## src/rtl/kgw_pkg.sv

```systemverilog
package kgw_pkg;
  localparam int CNT_W      = 16;
  localparam int PRE_W      = 12;
  localparam int DIV_SEL_W  = 3;
  localparam int BUSY_TICKS = 2;
  localparam int BUSY_W     = $clog2(BUSY_TICKS + 1);

  localparam logic [23:0] CSR_KEY = 24'hA5A5A5;
  localparam logic [15:0] CNT_KEY = 16'h5A5A;

  localparam int EN_BIT   = 7;
  localparam int BUSY_BIT = 5;
  localparam int OVF_BIT  = 4;

  function automatic logic [PRE_W-1:0] div_mask(input logic [DIV_SEL_W-1:0] sel);
    logic [PRE_W-1:0] m;
    case (sel)
      3'd0:    m = PRE_W'(12'h000);
      3'd1:    m = PRE_W'(12'h003);
      3'd2:    m = PRE_W'(12'h00F);
      3'd3:    m = PRE_W'(12'h01F);
      3'd4:    m = PRE_W'(12'h03F);
      3'd5:    m = PRE_W'(12'h07F);
      3'd6:    m = PRE_W'(12'h3FF);
      default: m = PRE_W'(12'hFFF);
    endcase
    return m;
  endfunction
endpackage

```

## src/rtl/kgw_prescaler.sv

```systemverilog
module kgw_prescaler
  import kgw_pkg::*;
(
  input  logic                 clk_i,
  input  logic                 rst_ni,
  input  logic [DIV_SEL_W-1:0] div_sel_i,
  output logic                 tick_o
);
  logic [PRE_W-1:0] presc_q, presc_d, mask;

  always_comb begin
    mask    = div_mask(div_sel_i);
    presc_d = presc_q + PRE_W'(1);
    tick_o  = ((presc_q & mask) == mask);
  end

  always_ff @(posedge clk_i or negedge rst_ni) begin
    if (!rst_ni) presc_q <= '0;
    else         presc_q <= presc_d;
  end
endmodule

```

## src/rtl/kgw_wr_gate.sv

```systemverilog
module kgw_wr_gate
  import kgw_pkg::*;
(
  input  logic        clk_i,
  input  logic        rst_ni,
  input  logic        wr_en_i,
  input  logic        wr_sel_i,
  input  logic [31:0] wr_data_i,
  input  logic        tick_i,
  output logic        ld_csr_o,
  output logic        ld_cnt_o,
  output logic        busy_o
);
  logic [BUSY_W-1:0] busy_q, busy_d;
  logic              busy_we;
  logic              key_csr, key_cnt, idle;

  always_comb begin
    key_csr  = (wr_data_i[31:8]  == CSR_KEY);
    key_cnt  = (wr_data_i[31:16] == CNT_KEY);
    idle     = (busy_q == '0);
    ld_csr_o = wr_en_i &  wr_sel_i & key_csr & idle;
    ld_cnt_o = wr_en_i & ~wr_sel_i & key_cnt & idle;
    busy_o   = ~idle;
    busy_we  = ld_csr_o | ld_cnt_o | (tick_i & ~idle);
    busy_d   = (ld_csr_o | ld_cnt_o) ? BUSY_W'(BUSY_TICKS) : busy_q - BUSY_W'(1);
  end

  always_ff @(posedge clk_i or negedge rst_ni) begin
    if (!rst_ni)      busy_q <= '0;
    else if (busy_we) busy_q <= busy_d;
  end
endmodule

```

## src/rtl/kgw_counter.sv

```systemverilog
module kgw_counter
  import kgw_pkg::*;
(
  input  logic             clk_i,
  input  logic             rst_ni,
  input  logic             run_i,
  input  logic             tick_i,
  input  logic             ld_i,
  input  logic [CNT_W-1:0] ld_val_i,
  output logic [CNT_W-1:0] count_o,
  output logic             wrap_o
);
  logic [CNT_W-1:0] cnt_q, cnt_d;
  logic             step, cnt_we;

  always_comb begin
    step    = run_i & tick_i & ~ld_i;
    wrap_o  = step & (&cnt_q);
    cnt_we  = ld_i | step;
    cnt_d   = ld_i ? ld_val_i : cnt_q + CNT_W'(1);
    count_o = cnt_q;
  end

  always_ff @(posedge clk_i or negedge rst_ni) begin
    if (!rst_ni)     cnt_q <= '0;
    else if (cnt_we) cnt_q <= cnt_d;
  end
endmodule

```

## src/rtl/keyguard_wdt.sv

```systemverilog
module keyguard_wdt
  import kgw_pkg::*;
(
  input  logic        clk_i,
  input  logic        rst_ni,
  input  logic        wr_en_i,
  input  logic        wr_sel_i,
  input  logic [31:0] wr_data_i,
  output logic [15:0] count_o,
  output logic [7:0]  csr_o,
  output logic        rst_req_o
);
  logic [1:0] rst_sync_q;
  logic       rst_sync_n;

  always_ff @(posedge clk_i or negedge rst_ni) begin
    if (!rst_ni) rst_sync_q <= '0;
    else         rst_sync_q <= {rst_sync_q[0], 1'b1};
  end
  assign rst_sync_n = rst_sync_q[1];

  logic                 en_q, en_d, ovf_q, ovf_d, req_q, req_d;
  logic [DIV_SEL_W-1:0] div_q, div_d;
  logic                 tick, ld_csr, ld_cnt, busy, wrap;
  logic [CNT_W-1:0]     cnt;

  kgw_prescaler u_presc (
    .clk_i(clk_i), .rst_ni(rst_sync_n), .div_sel_i(div_q), .tick_o(tick)
  );

  kgw_wr_gate u_gate (
    .clk_i(clk_i), .rst_ni(rst_sync_n), .wr_en_i(wr_en_i), .wr_sel_i(wr_sel_i),
    .wr_data_i(wr_data_i), .tick_i(tick), .ld_csr_o(ld_csr), .ld_cnt_o(ld_cnt),
    .busy_o(busy)
  );

  kgw_counter u_cnt (
    .clk_i(clk_i), .rst_ni(rst_sync_n), .run_i(en_q), .tick_i(tick),
    .ld_i(ld_cnt), .ld_val_i(wr_data_i[CNT_W-1:0]), .count_o(cnt), .wrap_o(wrap)
  );

  always_comb begin
    en_d  = ld_csr ? wr_data_i[EN_BIT] : en_q;
    div_d = ld_csr ? wr_data_i[DIV_SEL_W-1:0] : div_q;
    ovf_d = wrap | (ld_csr ? (ovf_q & wr_data_i[OVF_BIT]) : ovf_q);
    req_d = wrap;
  end

  always_ff @(posedge clk_i or negedge rst_sync_n) begin
    if (!rst_sync_n) begin
      en_q  <= 1'b0;
      div_q <= '0;
      ovf_q <= 1'b0;
      req_q <= 1'b0;
    end else begin
      en_q  <= en_d;
      div_q <= div_d;
      ovf_q <= ovf_d;
      req_q <= req_d;
    end
  end

  assign count_o   = cnt;
  assign csr_o     = {en_q, 1'b0, busy, ovf_q, 1'b0, div_q};
  assign rst_req_o = req_q;
endmodule

```

## config.mk

```make
export PLATFORM = sky130hd
export DESIGN_NAME = keyguard_wdt
export DESIGN_NICKNAME = d
export VERILOG_FILES = /design/src/rtl/kgw_pkg.sv /design/src/rtl/kgw_prescaler.sv /design/src/rtl/kgw_wr_gate.sv /design/src/rtl/kgw_counter.sv /design/src/rtl/keyguard_wdt.sv
export SDC_FILE = /design/constraint.sdc
export NUM_CORES = 1
export LEC_CHECK = 0
export BUFFER_PORTS_ARGS = -buffer_cell sky130_fd_sc_hd__buf_2
export CORE_MARGIN = 10
export CORE_UTILIZATION = 51
export DETAILED_ROUTE_END_ITERATION = 6
export PLACE_DENSITY_LB_ADDON = 0.1
export RECOVER_POWER = 100
export SLEW_MARGIN = 20
export SYNTH_ARGS = -nofsm -noshare
export SYNTH_HDL_FRONTEND = slang
export SYNTH_HIERARCHICAL = 1
export SYNTH_SLANG_ARGS = --single-unit
```

## constraint.sdc

```tcl
create_clock -name clk_i -period 1.5 [get_ports clk_i]
set_input_delay 0.225 -clock clk_i [delete_from_list [all_inputs] [get_ports clk_i]]
set_output_delay 0.225 -clock clk_i [all_outputs]
set_load 0.05 [all_outputs]
```

After elaboration in Yosys (flattened, before gate mapping)
Index checks and enable logic that the tools add are counted.

Output and inout bits: 25. Logic and storage cells: 46. Bits in registers: 38. Bits of input ports: 36.

Muxes and demuxes: 4. $add $sub $neg: 3. Reductions and logical operators: 3. Bitwise operators: 19. Equal/unequal tests: 9.

Operator list (number): one-hot mux 12 bit (7 select lines) (1); equality test 24 bit, second input constant (1); adder 16 x 1 -> 16 bit, second input constant (1); equality test 16 x 15 -> 1 bit, second input constant (1); two-way mux 16 bit (1); AND reduction 16 bit (1); adder 12 x 1 -> 12 bit, second input constant (1); AND 12 bit (1); equality test 12 bit (1); AND 1 bit (11); equality test 3 bit, second input constant (3); equality test 3 x 2 -> 1 bit, second input constant (2); OR 1 bit (4); equality test 3 x 1 -> 1 bit, second input constant (1); logical NOT 3 bit (1); NOT 1 bit (3); logical NOT 2 bit (1); two-way mux 2 bit (1); subtractor 2 x 1 -> 2 bit, second input constant (1); two-way mux 1 bit (1).

Logic depth before layout (Yosys ltp)
Depth in word-level cells: 8. Mapped depth: 8. Mapped depth without buffers: 7.

By module
Netlist, hierarchy kept.

Modules (own cells, without submodules): kgw_counter (instances 1, area an instance 893.4 sq um, cells an instance 100, seq. area each 400.4 sq um); kgw_prescaler (instances 1, area an instance 568.0 sq um, cells an instance 50, seq. area each 300.3 sq um); keyguard_wdt (instances 1, area an instance 304.0 sq um, cells an instance 21, seq. area each 200.2 sq um); kgw_wr_gate (instances 1, area an instance 271.5 sq um, cells an instance 29, seq. area each 50.0 sq um).

Worst setup path after synthesis
Ideal clock, no wire load.

Path kind: flip-flop to flip-flop. Start point: reg div_q[1]. End point: reg u_cnt.cnt_q[15] (netlist: u_cnt/count_o[15]). Required time: 1.431 ns. Path buffers: 0. Clock period less this slack: 2.504 ns. Slack: -1.004 ns. Arrival: 2.434 ns. Setup time: 0.069 ns. Cell stages (with the launch flop): 8. Path through: dfrtp_1 -> o21ba_2 -> o31ai_1 -> and4_1 -> nand2_1 -> or4_4 -> or4_1 -> nand3_1.

Longest elaborated chain between the ends: 7. Elaborated cells between the ends (all ways): 13. Those cells by class: eq/ne: 7; mux: 1; bitwise: 4; reduce/logical: 1.

RTL lines: start, declared (RTL line keyguard_wdt.sv:23) `logic [DIV_SEL_W-1:0] div_q, div_d;`; start signal, assigned (RTL line keyguard_wdt.sv:57) `div_q <= div_d;`; equality test 3 bit (tied with other cells) (RTL line kgw_pkg.sv:17) `case (sel)`; one-hot mux 12 bit (7 select lines) * (RTL line kgw_pkg.sv:17); AND 12 bit (RTL line kgw_prescaler.sv:14) `tick_o = ((presc_q & mask) == mask);`; equality test 12 bit * (RTL line kgw_prescaler.sv:14); net tick (RTL line keyguard_wdt.sv:24) `logic tick, ld_csr, ld_cnt, busy, wrap;`; AND 1 bit * (2 in a row) (RTL line kgw_counter.sv:17) `step = run_i & tick_i & ~ld_i;`; OR 1 bit * (RTL line kgw_counter.sv:19) `cnt_we = ld_i | step;`; end signal, assigned (RTL line kgw_counter.sv:26) `else if (cnt_we) cnt_q <= cnt_d;`; end, declared (RTL line kgw_counter.sv:13) `logic [CNT_W-1:0] cnt_q, cnt_d;`.

The timed path passes the listed nets; every way through them passes the cells marked *. A chain may end at the register's enable or synchronous reset.

Final worst setup path
Start point: reg div_q[0]. End point: reg u_cnt.cnt_q[15] (netlist: u_cnt/count_o[15]).

Same word-level chain as after synthesis.

==> impl_metrics.py <==
metrics = {
    "timing": {
        "period_share_pct": 154,
        "setup_viol": 24,
        "finalHoldViolCount": 0,
        "rsz0062_at_grt": "yes",
        "period_needed_ns": 2.31,
        "slew_violations": 0,
        "relSlewSlack_pct": 41.2,
        "fin_ws_ns": -0.807,
        "fmax_ghz": 0.434,
        "tightest_slew_ns": 0.881,
        "fin_skew_ns": 0.00976,
    },
    "logic_synthesis": {
        "async_reset_ff_share_pct": 100,
        "synth_top_family_by_area": "simple AND/OR/NAND/NOR gates",
        "yosysUniqueCellTypes": 47,
        "postSynthAreaPerCell_um2": 10.2,
        "synth_compound_area_share_pct": 7.68,
        "synth-xor-area-share_pct": 9.03,
        "synth-seq-cells": 38,
        "synthSimpleGateAreaFrac_pct": 27.6,
        "netlist_instances": 200,
        "synthFlopType": "dfrtp_1",
        "ys_seq_area_share_pct": 46.7,
        "ys_warn_count": 6,
        "synth.area.mux_share_pct": 2.70,
        "syn-cell-area_mm2": 0.00204,
        "synth_fa_ha_area_share_pct": 1.84,
        "synth-edff-count": 0,
    },
    "critical_path": {
        "cp_num_buf_inv": 0,
        "reg2reg_from": "div_q[0]",
        "critPathRequiredTime_ns": 1.73,
        "critPathLaunch": "div_q[0]",
        "ff2ff_path_depth": 7,
        "crit_chain": "o21ba_4 -> o31ai_1 -> and4_1 -> nand2_2 -> or4_4 -> or4_1 -> nand3_1",
        "path_delay_family": "simple AND/OR/NAND/NOR gates",
        "r2r_end": "u_cnt/count_o[15]",
        "path_class": "register to register",
        "critPathMaxFanout": 5,
        "arrival_ns": 2.53,
        "rrSetupSlack_ns": -0.81,
        "end_kind": "register",
        "cp_slowest_stage_delay_ns": 0.55,
        "slowest_stage": "or4_4",
        "start_kind": "register",
    },
    "outcome": {
        "status": "complete, but fails checks",
        "failed_checks": "negative setup slack",
    },
    "layout": {
        "fin_cells": 373,
        "fin_nets": 362,
        "seqCellArea_um2": 953,
        "fill_cells": 234,
        "areaGrowthSynthToFinish_pct": 53.4,
        "layout-drive-gt1-share_pct": 49.1,
        "multi_input_comb_area_mm2": 0.00116,
    },
    "power": {
        "p_int_mw": 1.70,
        "vdd.ir_drop.worst_mv": 0.822,
        "powerDensity_mw_per_mm2": 739,
        "power.share.sequential_pct": 46.7,
        "p_comb_share_pct": 22.1,
        "p_leak_nw": 1.47,
        "p_clk_share_pct": 31.2,
        "p_sw_share_pct": 26.4,
        "p_sw_mw": 0.609,
        "finalPower_mw": 2.31,
    },
    "route": {
        "vias_per_cell": 5.54,
        "antenna_left": 0,
        "wl_per_cell_um": 18.2,
        "route.detailed.drc": 0,
        "finalWirelength_um": 6780,
        "routed-via-count": 2068,
        "drt_first_pass_iters": 4,
        "drtIter0Drc": 239,
    },
    "min_path": {
        "hp-class": "input port to register",
        "hold_path_depth": 3,
        "min_from": "wr_data_i[6]",
        "whs_endpoint": "u_cnt/count_o[6]",
    },
    "flow_run": {
        "maxCapViolations": 0,
    },
    "placed_design": {
        "dp.cells": 356,
        "io_buffers": 58,
        "gp_congestion": 0.807,
        "hpwlAfterDp_um": 4530,
    },
    "cts": {
        "cts.sinks": 38,
        "clk_path_buf_depth": 2,
        "htreeDepth": 2,
        "insertion_delay_ns": 0.29,
        "clk_pin_slew_worst_paths_ns": 0.07,
        "root_buffer": "clkbuf_8",
        "cts_tree": "yes",
        "numCtsBuffers": 5,
    },
    "global_routing": {
        "grt_pass1_vias": 2184,
        "gr-total-overflow": 0,
        "grt_pass1_wl_um": 10500,
        "grt_max_degree": 37,
        "antenna_found_initial": 1,
        "track_usage_pct": 18.3,
    },
    "die": {
        "ios": 61,
        "die_w_um": 83.2,
        "start_util_pct": 54.0,
        "core_area_mm2": 0.00377,
        "design.die.area_mm2": 0.00692,
        "rows": 22,
        "die_y_um": 83.2,
    },
}
==> worst reg2reg max path: cells and delay by family (launching register included) <==
family	cells	cell delay (ns)
AO/OA/AOI/OAI	2	0.40
AND/OR/NAND/NOR	5	1.41
flip-flops	1	0.43
==> timing repair <==
item / CTS / global route
endpoints found under the setup margin: 25 / 25
resized for setup: 33 / 19
endpoints found under the hold margin: 2 / 0
buffers inserted: 4 / 5
pin swaps: 12 / 13
hold buffers: 1 / 0
==> layout by cell type (no fill, tap or decap), drive strengths merged, types with 4 or more instances in the layout <==
cell     n
mux2     4
inv      9
buf     97
or3      4
nand3   10
dfrtp   38
nand4    8
nor3     8
clkbuf  33
and4bb   6
o21ai   15
nor2    10
and4     4
xor2    13
nand2   22
xnor2    8
==> cells in the mapped netlist (2+ instances only) <==
library cell  number  area share [%]
dfrtp_1           38              47
nand2_1           22             4.1
o21ai_0           15             3.7
xor2_1            13             5.6
nor2_1            10             1.8
inv_1              9             1.7
nand3_1            9             2.2
xnor2_1            8             3.4
nand4_1            6             1.8
nor3_1             6             1.5
buf_4              5             1.8
mux2_2             4             2.2
or3_1              4             1.2
a31oi_1            3            0.92
and4_1             3             1.3
and4bb_1           3             1.8
and4bb_2           3             1.8
clkbuf_1           3            0.55
ha_1               3             1.8
nor3b_1            3             1.1
conb_1             2            0.37
nor2b_1            2            0.61
nor3_2             2            0.98
==> worst max path at each step <==
stage                   endpoint  slack, ns  cells after the start
2_1_floorplan  u_cnt/count_o[15]      -0.85                      7
3_3_place_gp   u_cnt/count_o[15]      -0.66                      7
3_5_place_dp   u_cnt/count_o[15]      -0.72                      7
4_1_cts        u_cnt/count_o[15]      -0.73                      7
5_1_grt        u_cnt/count_o[15]      -0.92                      7
6_report       u_cnt/count_o[15]      -0.81                      7
==> per-stage QoR <==
stage | util [%] | area, um^2 | hold WS, ns | setup TNS (ns) | worst slack [ns]
2_1_floorplan | - | 2070 | -0.0706 | -8.92 | -0.852
3_3_place_gp | 74.5 | 2810 | 0.00992 | -8.60 | -0.665
3_5_place_dp | 74.5 | 2810 | 0.0125 | -9.82 | -0.723
4_1_cts | 80.9 | 3050 | 0.139 | -10.02 | -0.732
5_1_grt | 82.9 | 3130 | 0.149 | -13.76 | -0.920
6_report | 82.9 | 3130 | 0.158 | -11.24 | -0.807
==> flip-flops by register name, indices dropped and copies added, names as in the netlist <==
| register | cells |
|---|---|
| u_gate/busy_q | 2 |
| en_q | 1 |
| rst_req_o | 1 |
| div_q | 3 |
| u_cnt/count_o | 16 |
| rst_sync_q | 2 |
| u_presc/presc_q | 12 |
| ovf_q | 1 |
==> power by group through the flow <==
| stage | logic, mW | registers (mW) | clock network [mW] |
|---|---|---|---|
| floorplan | 0.223 | 1.10 | 0 |
| global placement | 0.375 | 1.09 | 0 |
| detailed placement | 0.386 | 1.09 | 0 |
| CTS | 0.501 | 1.08 | 0.733 |
| global route | 0.566 | 1.08 | 0.786 |
| finish | 0.510 | 1.08 | 0.721 |
==> kinds of logic (layout without fill, tap and decap cells) <==
group,count (synthesis),in the layout
other,2,4
flip-flops,38,38
adder cells (fa/ha/maj),3,3
buffers and inverters,17,140
multiplexers,5,5
XOR/XNOR,21,21
AO/OA/AOI/OAI,26,26
AND/OR/NAND/NOR,88,88
==> layout make-up <==
class / instances / share of cell area, %
antenna: 1 / 0.0801
clock buffer: 8 / 2.88
inverter: 9 / 1.16
multi-input combinational: 146 / 37.0
sequential: 38 / 30.5
tap: 48 / 1.92
timing repair buffer: 123 / 26.5
==> per-layer routing <==
metal  vias up  GRT usage (%)  share of wire [%]
li1        952              -                  -
met1       997           18.3                 36
met2        92           34.1                 53
met3        27           5.37                6.8
met4         0           7.69                3.7
met5         -              0                  0
Note: power is estimated with default switching activity, not from simulation.
